<file path="config.mk">
export PLATFORM = sky130hd
export DESIGN_NAME = txstat_irq_unit
export DESIGN_NICKNAME = d
export VERILOG_FILES = /design/src/rtl/txstat_pkg.sv /design/src/rtl/txstat_capture.sv /design/src/rtl/txstat_cmd.sv /design/src/rtl/txstat_irqctl.sv /design/src/rtl/txstat_irq_unit.sv
export SDC_FILE = /design/constraint.sdc
export NUM_CORES = 1
export LEC_CHECK = 0
export BUFFER_PORTS_ARGS = -buffer_cell sky130_fd_sc_hd__buf_2
export CAP_MARGIN = 20
export CORE_UTILIZATION = 45
export DETAILED_ROUTE_END_ITERATION = 10
export PLACE_DENSITY_LB_ADDON = 0.25
export SYNTH_ARGS = -nofsm -noshare
export SYNTH_HDL_FRONTEND = slang
export SYNTH_SLANG_ARGS = --single-unit
</file>
<file path="constraint.sdc">
create_clock -name clk -period 1.58 [get_ports clk]
set_input_delay 0.316 -clock clk [delete_from_list [all_inputs] [get_ports clk]]
set_output_delay 0.316 -clock clk [all_outputs]
set_load 0.005 [all_outputs]
</file>
<file path="src/rtl/txstat_pkg.sv">
package txstat_pkg;
    localparam int DW = 8;
    localparam int CW = 4;
    localparam int CMDW = 2;

    // status register bit positions
    localparam int ST_SUM = 7;
    localparam int ST_UDR = 6;
    localparam int ST_LATE = 5;
    localparam int ST_CRS = 4;

    // interrupt status / mask bit positions
    localparam int IR_OK = 2;
    localparam int IR_ERR = 4;

    typedef struct packed {
        logic          udr;
        logic          late;
        logic          crs;
        logic [CW-1:0] cnt;
    } cap_t;

    typedef struct packed {
        logic ok;
        logic err;
    } irq_t;
endpackage

</file>
<file path="src/rtl/txstat_capture.sv">
module txstat_capture
    import txstat_pkg::*;
(
    input  logic          clk,
    input  logic          rst_n,
    input  logic          start_clr,
    input  logic          tx_done,
    input  logic          udr_i,
    input  logic          late_i,
    input  logic          crs_i,
    input  logic [CW-1:0] cnt_i,
    output logic [DW-1:0] status_o,
    output logic          err_now_o
);
    localparam logic [CW-1:0] CNT_MAX = '1;

    cap_t cap_d, cap_q;

    always_comb begin
        cap_d = cap_q;
        if (start_clr) begin
            cap_d = '0;
        end
        cap_d.udr  = cap_d.udr  | udr_i;
        cap_d.late = cap_d.late | late_i;
        cap_d.crs  = cap_d.crs  | crs_i;
        if (tx_done) begin
            cap_d.cnt = cnt_i;
        end
    end

    always_ff @(posedge clk or negedge rst_n) begin
        if (!rst_n) cap_q <= '0;
        else        cap_q <= cap_d;
    end

    always_comb begin
        status_o           = '0;
        status_o[CW-1:0]   = cap_q.cnt;
        status_o[ST_UDR]   = cap_q.udr;
        status_o[ST_LATE]  = cap_q.late;
        status_o[ST_CRS]   = cap_q.crs;
        status_o[ST_SUM]   = cap_q.udr | cap_q.late | cap_q.crs | (cap_q.cnt == CNT_MAX);
    end

    // error decision for a packet finishing this cycle
    assign err_now_o = cap_q.udr | cap_q.late | cap_q.crs | udr_i | late_i | crs_i
                     | (cnt_i == CNT_MAX);


    cnt_capture_chk: assert property (@(posedge clk) disable iff (!rst_n)
        tx_done |=> cap_q.cnt == $past(cnt_i));


    start_clears_chk: assert property (@(posedge clk) disable iff (!rst_n)
        (start_clr && !udr_i && !late_i && !crs_i) |=> !cap_q.udr && !cap_q.late && !cap_q.crs);


    err_sticky_chk: assert property (@(posedge clk) disable iff (!rst_n)
        (cap_q.udr && !start_clr) |=> cap_q.udr);
endmodule

</file>
<file path="src/rtl/txstat_cmd.sv">
module txstat_cmd
    import txstat_pkg::*;
(
    input  logic            clk,
    input  logic            rst_n,
    input  logic            cmd_we,
    input  logic [CMDW-1:0] cmd_wdata,
    input  logic            tx_done,
    output logic [CMDW-1:0] cmd_o,
    output logic            start_o
);
    logic [CMDW-1:0] cmd_d, cmd_q;

    always_comb begin
        cmd_d = cmd_q;
        if (tx_done) cmd_d = '0;
        if (cmd_we)  cmd_d = cmd_wdata;
    end

    always_ff @(posedge clk or negedge rst_n) begin
        if (!rst_n) cmd_q <= '0;
        else        cmd_q <= cmd_d;
    end

    assign cmd_o   = cmd_q;
    assign start_o = cmd_we && (cmd_wdata != '0);


    done_clears_cmd_chk: assert property (@(posedge clk) disable iff (!rst_n)
        (tx_done && !cmd_we) |=> cmd_q == '0);
endmodule

</file>
<file path="src/rtl/txstat_irqctl.sv">
module txstat_irqctl
    import txstat_pkg::*;
(
    input  logic clk,
    input  logic rst_n,
    input  logic tx_done,
    input  logic tx_err,
    input  logic mask_we,
    input  logic flag_we,
    input  logic wd_ok,
    input  logic wd_err,
    output irq_t mask_o,
    output irq_t flag_o,
    output logic irq_o
);
    typedef struct packed {
        irq_t mask;
        irq_t flag;
    } ic_t;

    ic_t ic_d, ic_q;
    irq_t gated;

    always_comb begin
        ic_d = ic_q;
        if (mask_we) begin
            ic_d.mask.ok  = wd_ok;
            ic_d.mask.err = wd_err;
        end
        if (flag_we) begin
            if (wd_ok)  ic_d.flag.ok  = 1'b0;
            if (wd_err) ic_d.flag.err = 1'b0;
        end
        if (tx_done) begin
            if (tx_err) ic_d.flag.err = 1'b1;
            else        ic_d.flag.ok  = 1'b1;
        end
    end

    always_ff @(posedge clk or negedge rst_n) begin
        if (!rst_n) ic_q <= '0;
        else        ic_q <= ic_d;
    end

    assign gated  = ic_q.flag & ic_q.mask;
    assign irq_o  = |gated;
    assign mask_o = ic_q.mask;
    assign flag_o = ic_q.flag;


    ok_flag_chk: assert property (@(posedge clk) disable iff (!rst_n)
        (tx_done && !tx_err) |=> ic_q.flag.ok);


    err_flag_chk: assert property (@(posedge clk) disable iff (!rst_n)
        (tx_done && tx_err) |=> ic_q.flag.err);


    one_kind_chk: assert property (@(posedge clk) disable iff (!rst_n)
        (tx_done && tx_err && !ic_q.flag.ok) |=> !ic_q.flag.ok);


    w1c_ok_chk: assert property (@(posedge clk) disable iff (!rst_n)
        (flag_we && wd_ok && !tx_done) |=> !ic_q.flag.ok);


    irq_cause_chk: assert property (@(posedge clk) disable iff (!rst_n)
        $rose(irq_o) |-> ($past(tx_done) || $past(mask_we)));
endmodule

</file>
<file path="src/rtl/txstat_irq_unit.sv">
module txstat_irq_unit
    import txstat_pkg::*;
#(
    parameter int              AW       = 8,
    parameter logic [AW-1:0]   A_CMD    = 8'h00,
    parameter logic [AW-1:0]   A_STATUS = 8'h04,
    parameter logic [AW-1:0]   A_MASK   = 8'h08,
    parameter logic [AW-1:0]   A_FLAG   = 8'h09
) (
    input  logic          clk,
    input  logic          rst_n,
    input  logic [AW-1:0] reg_addr,
    input  logic          reg_wr,
    input  logic [DW-1:0] reg_wdata,
    output logic [DW-1:0] reg_rdata,
    input  logic          tx_done,
    input  logic          tx_underrun,
    input  logic          tx_late_coll,
    input  logic          tx_carrier_lost,
    input  logic [CW-1:0] tx_coll_cnt,
    output logic          irq
);
    logic            cmd_we, mask_we, flag_we, start_clr, err_now;
    logic [CMDW-1:0] cmd_val;
    logic [DW-1:0]   status_val;
    irq_t            mask_val, flag_val;
    logic            wdata_unused;

    assign cmd_we  = reg_wr && (reg_addr == A_CMD);
    assign mask_we = reg_wr && (reg_addr == A_MASK);
    assign flag_we = reg_wr && (reg_addr == A_FLAG);
    assign wdata_unused = ^reg_wdata;

    txstat_cmd u_cmd (
        .clk       (clk),
        .rst_n     (rst_n),
        .cmd_we    (cmd_we),
        .cmd_wdata (reg_wdata[CMDW-1:0]),
        .tx_done   (tx_done),
        .cmd_o     (cmd_val),
        .start_o   (start_clr)
    );

    txstat_capture u_cap (
        .clk       (clk),
        .rst_n     (rst_n),
        .start_clr (start_clr),
        .tx_done   (tx_done),
        .udr_i     (tx_underrun),
        .late_i    (tx_late_coll),
        .crs_i     (tx_carrier_lost),
        .cnt_i     (tx_coll_cnt),
        .status_o  (status_val),
        .err_now_o (err_now)
    );

    txstat_irqctl u_irq (
        .clk     (clk),
        .rst_n   (rst_n),
        .tx_done (tx_done),
        .tx_err  (err_now),
        .mask_we (mask_we),
        .flag_we (flag_we),
        .wd_ok   (reg_wdata[IR_OK]),
        .wd_err  (reg_wdata[IR_ERR]),
        .mask_o  (mask_val),
        .flag_o  (flag_val),
        .irq_o   (irq)
    );

    always_comb begin
        reg_rdata = '0;
        if (reg_addr == A_CMD) begin
            reg_rdata[CMDW-1:0] = cmd_val;
        end else if (reg_addr == A_STATUS) begin
            reg_rdata = status_val;
        end else if (reg_addr == A_MASK) begin
            reg_rdata[IR_OK]  = mask_val.ok;
            reg_rdata[IR_ERR] = mask_val.err;
        end else if (reg_addr == A_FLAG) begin
            reg_rdata[IR_OK]  = flag_val.ok;
            reg_rdata[IR_ERR] = flag_val.err;
        end
    end


    reset_quiet_chk: assert property (@(posedge clk) disable iff (!rst_n)
        $rose(rst_n) |-> !irq);
endmodule

</file>
After elaboration in Yosys (flattened, before gate mapping)
Cells that the tools add are included.
- flip-flop bits (word level): 13
- bits of input ports: 27
- output and inout bits: 9
- word-level logic and storage cells: 55
- equal/unequal tests: 5
- multiplexer cells: 21
- bitwise gates (word level): 11
- reductions and logical operators: 9
- operators with widths (cell ; number):
    == test 8 x 4 -> 1 bit, second input constant ; 2
    2-to-1 mux 2 bit ; 6
    2-to-1 mux 1 bit ; 11
    OR 1 bit ; 10
    == test 4 bit, second input constant ; 2
    == test 8 x 3 -> 1 bit, second input constant ; 1
    zero test 8 bit ; 1
    2-to-1 mux 7 bit ; 1
    2-to-1 mux 6 bit ; 1
    nonzero test 2 bit ; 3
    logical AND 1 bit ; 4
    2-to-1 mux 4 bit ; 1
    2-to-1 mux 3 bit ; 1
    bitwise AND 2 bit ; 1
    OR reduction 2 bit ; 1

Logic depth before layout (Yosys ltp)
- depth in word-level cells: 8
- depth in mapped cells: 4
- gate-level depth less buffers: 3

By module
Synthesis repeated with hierarchy kept, for this count alone.
- cells, all modules: 78
- area total of the unflattened synthesis: 753.2 µm²
- modules (own cells, without submodules) (module ; instances ; cells each ; area an instance (µm²) ; sequential area each (µm²)):
    txstat_capture ; 1 ; 29 ; 292.8 ; 175.2
    txstat_irq_unit ; 1 ; 31 ; 214.0 ; 0.0
    txstat_irqctl ; 1 ; 12 ; 167.7 ; 100.1
    txstat_cmd ; 1 ; 6 ; 78.8 ; 50.0

Worst setup path after synthesis
No wires, ideal clock.
- kind: input to output
- from: input reg_addr[5]
- to: output reg_rdata[2]
- arrival time: 1.107 ns
- required time: 1.264 ns
- path slack: 0.157 ns
- stages: 3
- path buffers: 0
- path through: nor4_4 > nand2b_1 > a221oi_1
- word-level cells in the longest chain between the ends: 5
- elaborated cells on any way between the ends: 8
- classes of those cells: 3 x eq/ne; 4 x mux; 1 x reduce/logical
- ends and longest elaborated chain (item ; RTL line ; text):
    from (decl) ; txstat_irq_unit.sv:12 ; input logic [AW-1:0] reg_addr,
    == test 8 x 4 -> 1 bit ; txstat_irq_unit.sv:80 ; end else if (reg_addr == A_FLAG) begin
    2-to-1 mux 1 bit ; txstat_irq_unit.sv:80 ;
    2-to-1 mux 1 bit ; txstat_irq_unit.sv:77 ; end else if (reg_addr == A_MASK) begin
    2-to-1 mux 1 bit ; txstat_irq_unit.sv:75 ; end else if (reg_addr == A_STATUS) begin
    2-to-1 mux 6 bit (*) ; txstat_irq_unit.sv:73 ; if (reg_addr == A_CMD) begin
    to (decl) ; txstat_irq_unit.sv:15 ; output logic [DW-1:0] reg_rdata,
Every way passes the cells marked *; elsewhere a longest branch is shown, timed or not.

Final worst setup path
- from: input reg_addr[4]
- to: output reg_rdata[5]
- word-level cells in the longest chain between the ends: 3
- elaborated cells on any way between the ends: 4
- classes of those cells: 1 x eq/ne; 2 x mux; 1 x reduce/logical
- ends and longest elaborated chain (item ; RTL line):
    == test 8 x 3 -> 1 bit ; txstat_irq_unit.sv:75
    2-to-1 mux 3 bit ; txstat_irq_unit.sv:75
    2-to-1 mux 6 bit (*) ; txstat_irq_unit.sv:73
Marks and branches as above.

==> reports/qor.csv <==
stage,metric,value,unit
run_status,status,"complete, but fails checks",
run_status,failing checks,design-rule violations,
route,Remaining DRCs,6,
cells_and_area,antenna cells,0,
cells_and_area,proportion of layout cells with a drive suffix above 1,54.2,%
sta,Slew HR,76.3,%
setup_path,Critical Path Most Common Cell,buf_6,
setup_path,Setup CP Type,primary input to output port,
synthesis,largest area contributor in the netlist,dfrtp_1,
setup_path,Setup crit start kind,primary input,
power,pwr/cell area,603,nW/um2
sta,worst-margin pin slew,346,ps
sta,setup TNS,0,ps
route,drt pass-1 iters,7,
setup_path,CP Capture Type,output port,
power,leakage,0.527,nW
cells_and_area,Area Growth Syn to Fin,46.0,%
clock_tree,CTS tree,built,
global_route,largest net degree at the start of global routing,14,
cells_and_area,Multi-input gate area,498,um2
synthesis,Area contributors post-synth,"dfrtp_1, mux2_2, a21o_1, a31o_2, and2_1",
route,Via density,5.72,
die,die area,1880,um2
route,1st-iter DRT viols,26,
place,HPWL Detailed,1.46,mm
min_path,worst hold start,tx_underrun,
setup_path,crit-path cells,buf_6 > nor4_4 > and2_4 > and3_4 > buf_6,
job,MaxCap Viol Count,0,
place,"worst slack, placed",-36.2,ps
die,initial cell density of the core,49.4,%
cells_and_area,FILL cells,129,
setup_path,CP max FO,4,
sta,fmax,0.636,GHz
route,Avg WL per Cell,15.1,um
clock_tree,H-tree depth,1,
synthesis,Cell variety after synth,27,
global_route,first-pass GRT wire length,3.26,mm
sta,unrepaired setup endpoints after global routing,yes,
synthesis,number of synthesized flops with an enable pin,0,
die,std cell rows,14,
synthesis,"Top FF cell, synth",dfrtp_1,
synthesis,synthesized area per cell,10.3,um2
global_route,initial antenna violation count,0,
sta,Final WS setup,7.67,ps
die,Core Region,1560,um2
global_route,Total GRT Usage,23.2,%
clock_tree,Clock Root Buffer,clkbuf_4,
clock_tree,Inserted Clock Buffers,3,
clock_tree,clock sink total,13,
setup_path,r2r startpoint,u_cap.status_o[5]$_DFF_PN0_,
synthesis,yosys warns,0,
synthesis,ys async rst share,100,%
setup_path,WP data arrival,1260,ps
sta,"Slew Viols, Final",0,
die,Die H,43.4,um
clock_tree,worst skew pair latency,270,ps
cells_and_area,Nets,146,
min_path,worst hold path type,primary input to flip-flop,
global_route,total grt overflow,0,
die,I/O Pins,36,
sta,Final Skew,0.318,ps
place,PortBufs,31,
global_route,number of global-route vias before repair,784,
die,Die W,43.4,um
setup_path,Crit-path slowest cell,nor4_4,
route,"antenna viol nets, final",0,
synthesis,sequential area share after synthesis,42.3,%
place,dpl cells,125,
setup_path,Critical Path RT,1260,ps
synthesis,Synth Instances,75,
sta,Final period util,99.5,%
synthesis,Yosys top cell area share,42.3,%
synthesis,Post-Syn Area,769,um2
place,Routability Congestion,0.822,
cells_and_area,final non-filler cell total,134,
route,Total Wirelength,2.02,mm
setup_path,crit path from,reg_addr[4],
power,peak supply drop,0.617,mV
sta,"Min Clock Period, post-route",1570,ps
clock_tree,clock transition at the registers of the reported paths,70,ps
sta,final hold violations,0,
route,routed via count,767,
synthesis,post-synthesis register bit count,13,
sta,count of final setup violators,0,
synthesis,syn_nets,102,
clock_tree,Max Root-Sink Buffers,2,
cells_and_area,Seq. cell area,325,um2
setup_path,"slowest stage delay, CP",340,ps
stage by stage:
stage / power, mW / util (%) / hold WS, ps / cell area (um2)
final: 0.677 / 72.1 / 233 / 1120
after detailed placement: 0.466 / 62.3 / 217 / 971
after floorplan: 0.403 / - / 20.4 / 769
after global placement: 0.463 / 62.3 / 211 / 971
after CTS: 0.673 / 68.8 / 235 / 1070
after global routing: 0.706 / 72.1 / 240 / 1120
registers in the layout, summed over array words and instances (netlist names):
name            count
u_cap.status_o      7
u_irq.mask_o        2
u_cmd.cmd_o         2
u_irq.flag_o        2
placed cells by master, fill, tap and decap left out, types with 2 or more instances in the layout:
master,netlist,layout
buf_2,0,27
dfrtp_1,13,13
buf_4,0,8
a21o_1,5,5
nand4_1,4,4
nand2_1,5,4
mux2_2,4,4
and2_1,5,4
a31o_2,4,4
buf_6,0,4
nor2b_1,3,3
clkbuf_4,0,3
nor3_1,3,2
nand3_1,3,2
a22o_1,2,2
nand2b_1,2,2
nand3b_1,2,2
a221oi_2,0,2
and3_4,0,2
mux2i_1,2,2
nor2_4,0,2
cell usage after synthesis, drive strengths merged (2+ instances only):
cell / n
and2: 5
a21o: 5
nand4: 5
a22o: 2
mux2i: 2
a31o: 4
nor2b: 3
nand3b: 2
nor2: 3
nand2: 5
and3: 3
nand3: 3
a221oi: 2
nor3: 3
mux2: 4
nand2b: 2
dfrtp: 13
layout make-up:
type	instances	share of cell area [%]
multi-input combinational	60	44.3
inverter	1	0.334
sequential	13	29.0
tap	16	1.78
timing repair buffer	40	22.3
clock buffer	4	2.34
path summary, 6_finish.rpt:
kind / to / slack, ps / cells after the start
min: u_cap.status_o[6]$_DFF_PN0_ / 230 / 2
max reg2reg: u_irq.flag_o[0]$_DFF_PN0_ / 340 / 3
max: reg_rdata[5] / 8 / 5
min in group asynchronous: u_cap.status_o[3]$_DFFE_PN0P_ / 440 / 2
min reg2reg: u_cap.status_o[6]$_DFF_PN0_ / 520 / 1
max in group asynchronous: u_irq.mask_o[0]$_DFFE_PN0P_ / 920 / 2
power breakdown:
group	internal (mW)	switching, mW
registers	0.344	0.0111
clock network	0.0978	0.0996
logic	0.0635	0.0607
total	0.506	0.171
metal layers:
layer,share of wire (%),global-route usage [%]
met2,48,38.8
met3,5.7,2.50
met1,44,30.2
met5,0,0
met4,2.2,10.6
critical path: cells and delay by family:
family | cells | cell delay [ps]
buf+inv | 2 | 190
simple gates | 3 | 750
logic make-up (layout without fill, tap and decap cells):
logic type             Yosys count  in the layout  share of synthesized area (%)
and+or+nand+nor                 38             38                           31.2
buffers and inverters            2             45                          0.975
DFF                             13             13                           42.3
muxes                            6              6                           8.45
AOI/OAI and AO/OA               16             16                           17.1
timing repair:
| item | in CTS | in global routing |
|---|---|---|
| hold endpoints to repair | 13 | 0 |
| hold buffers | 1 | 0 |
| buffers inserted | 3 | 1 |
| resized for setup | 8 | 10 |
| pin swaps | 4 | 5 |
| endpoints found under the setup margin | 6 | 8 |
Note: power is estimated with default switching activity, not from simulation.
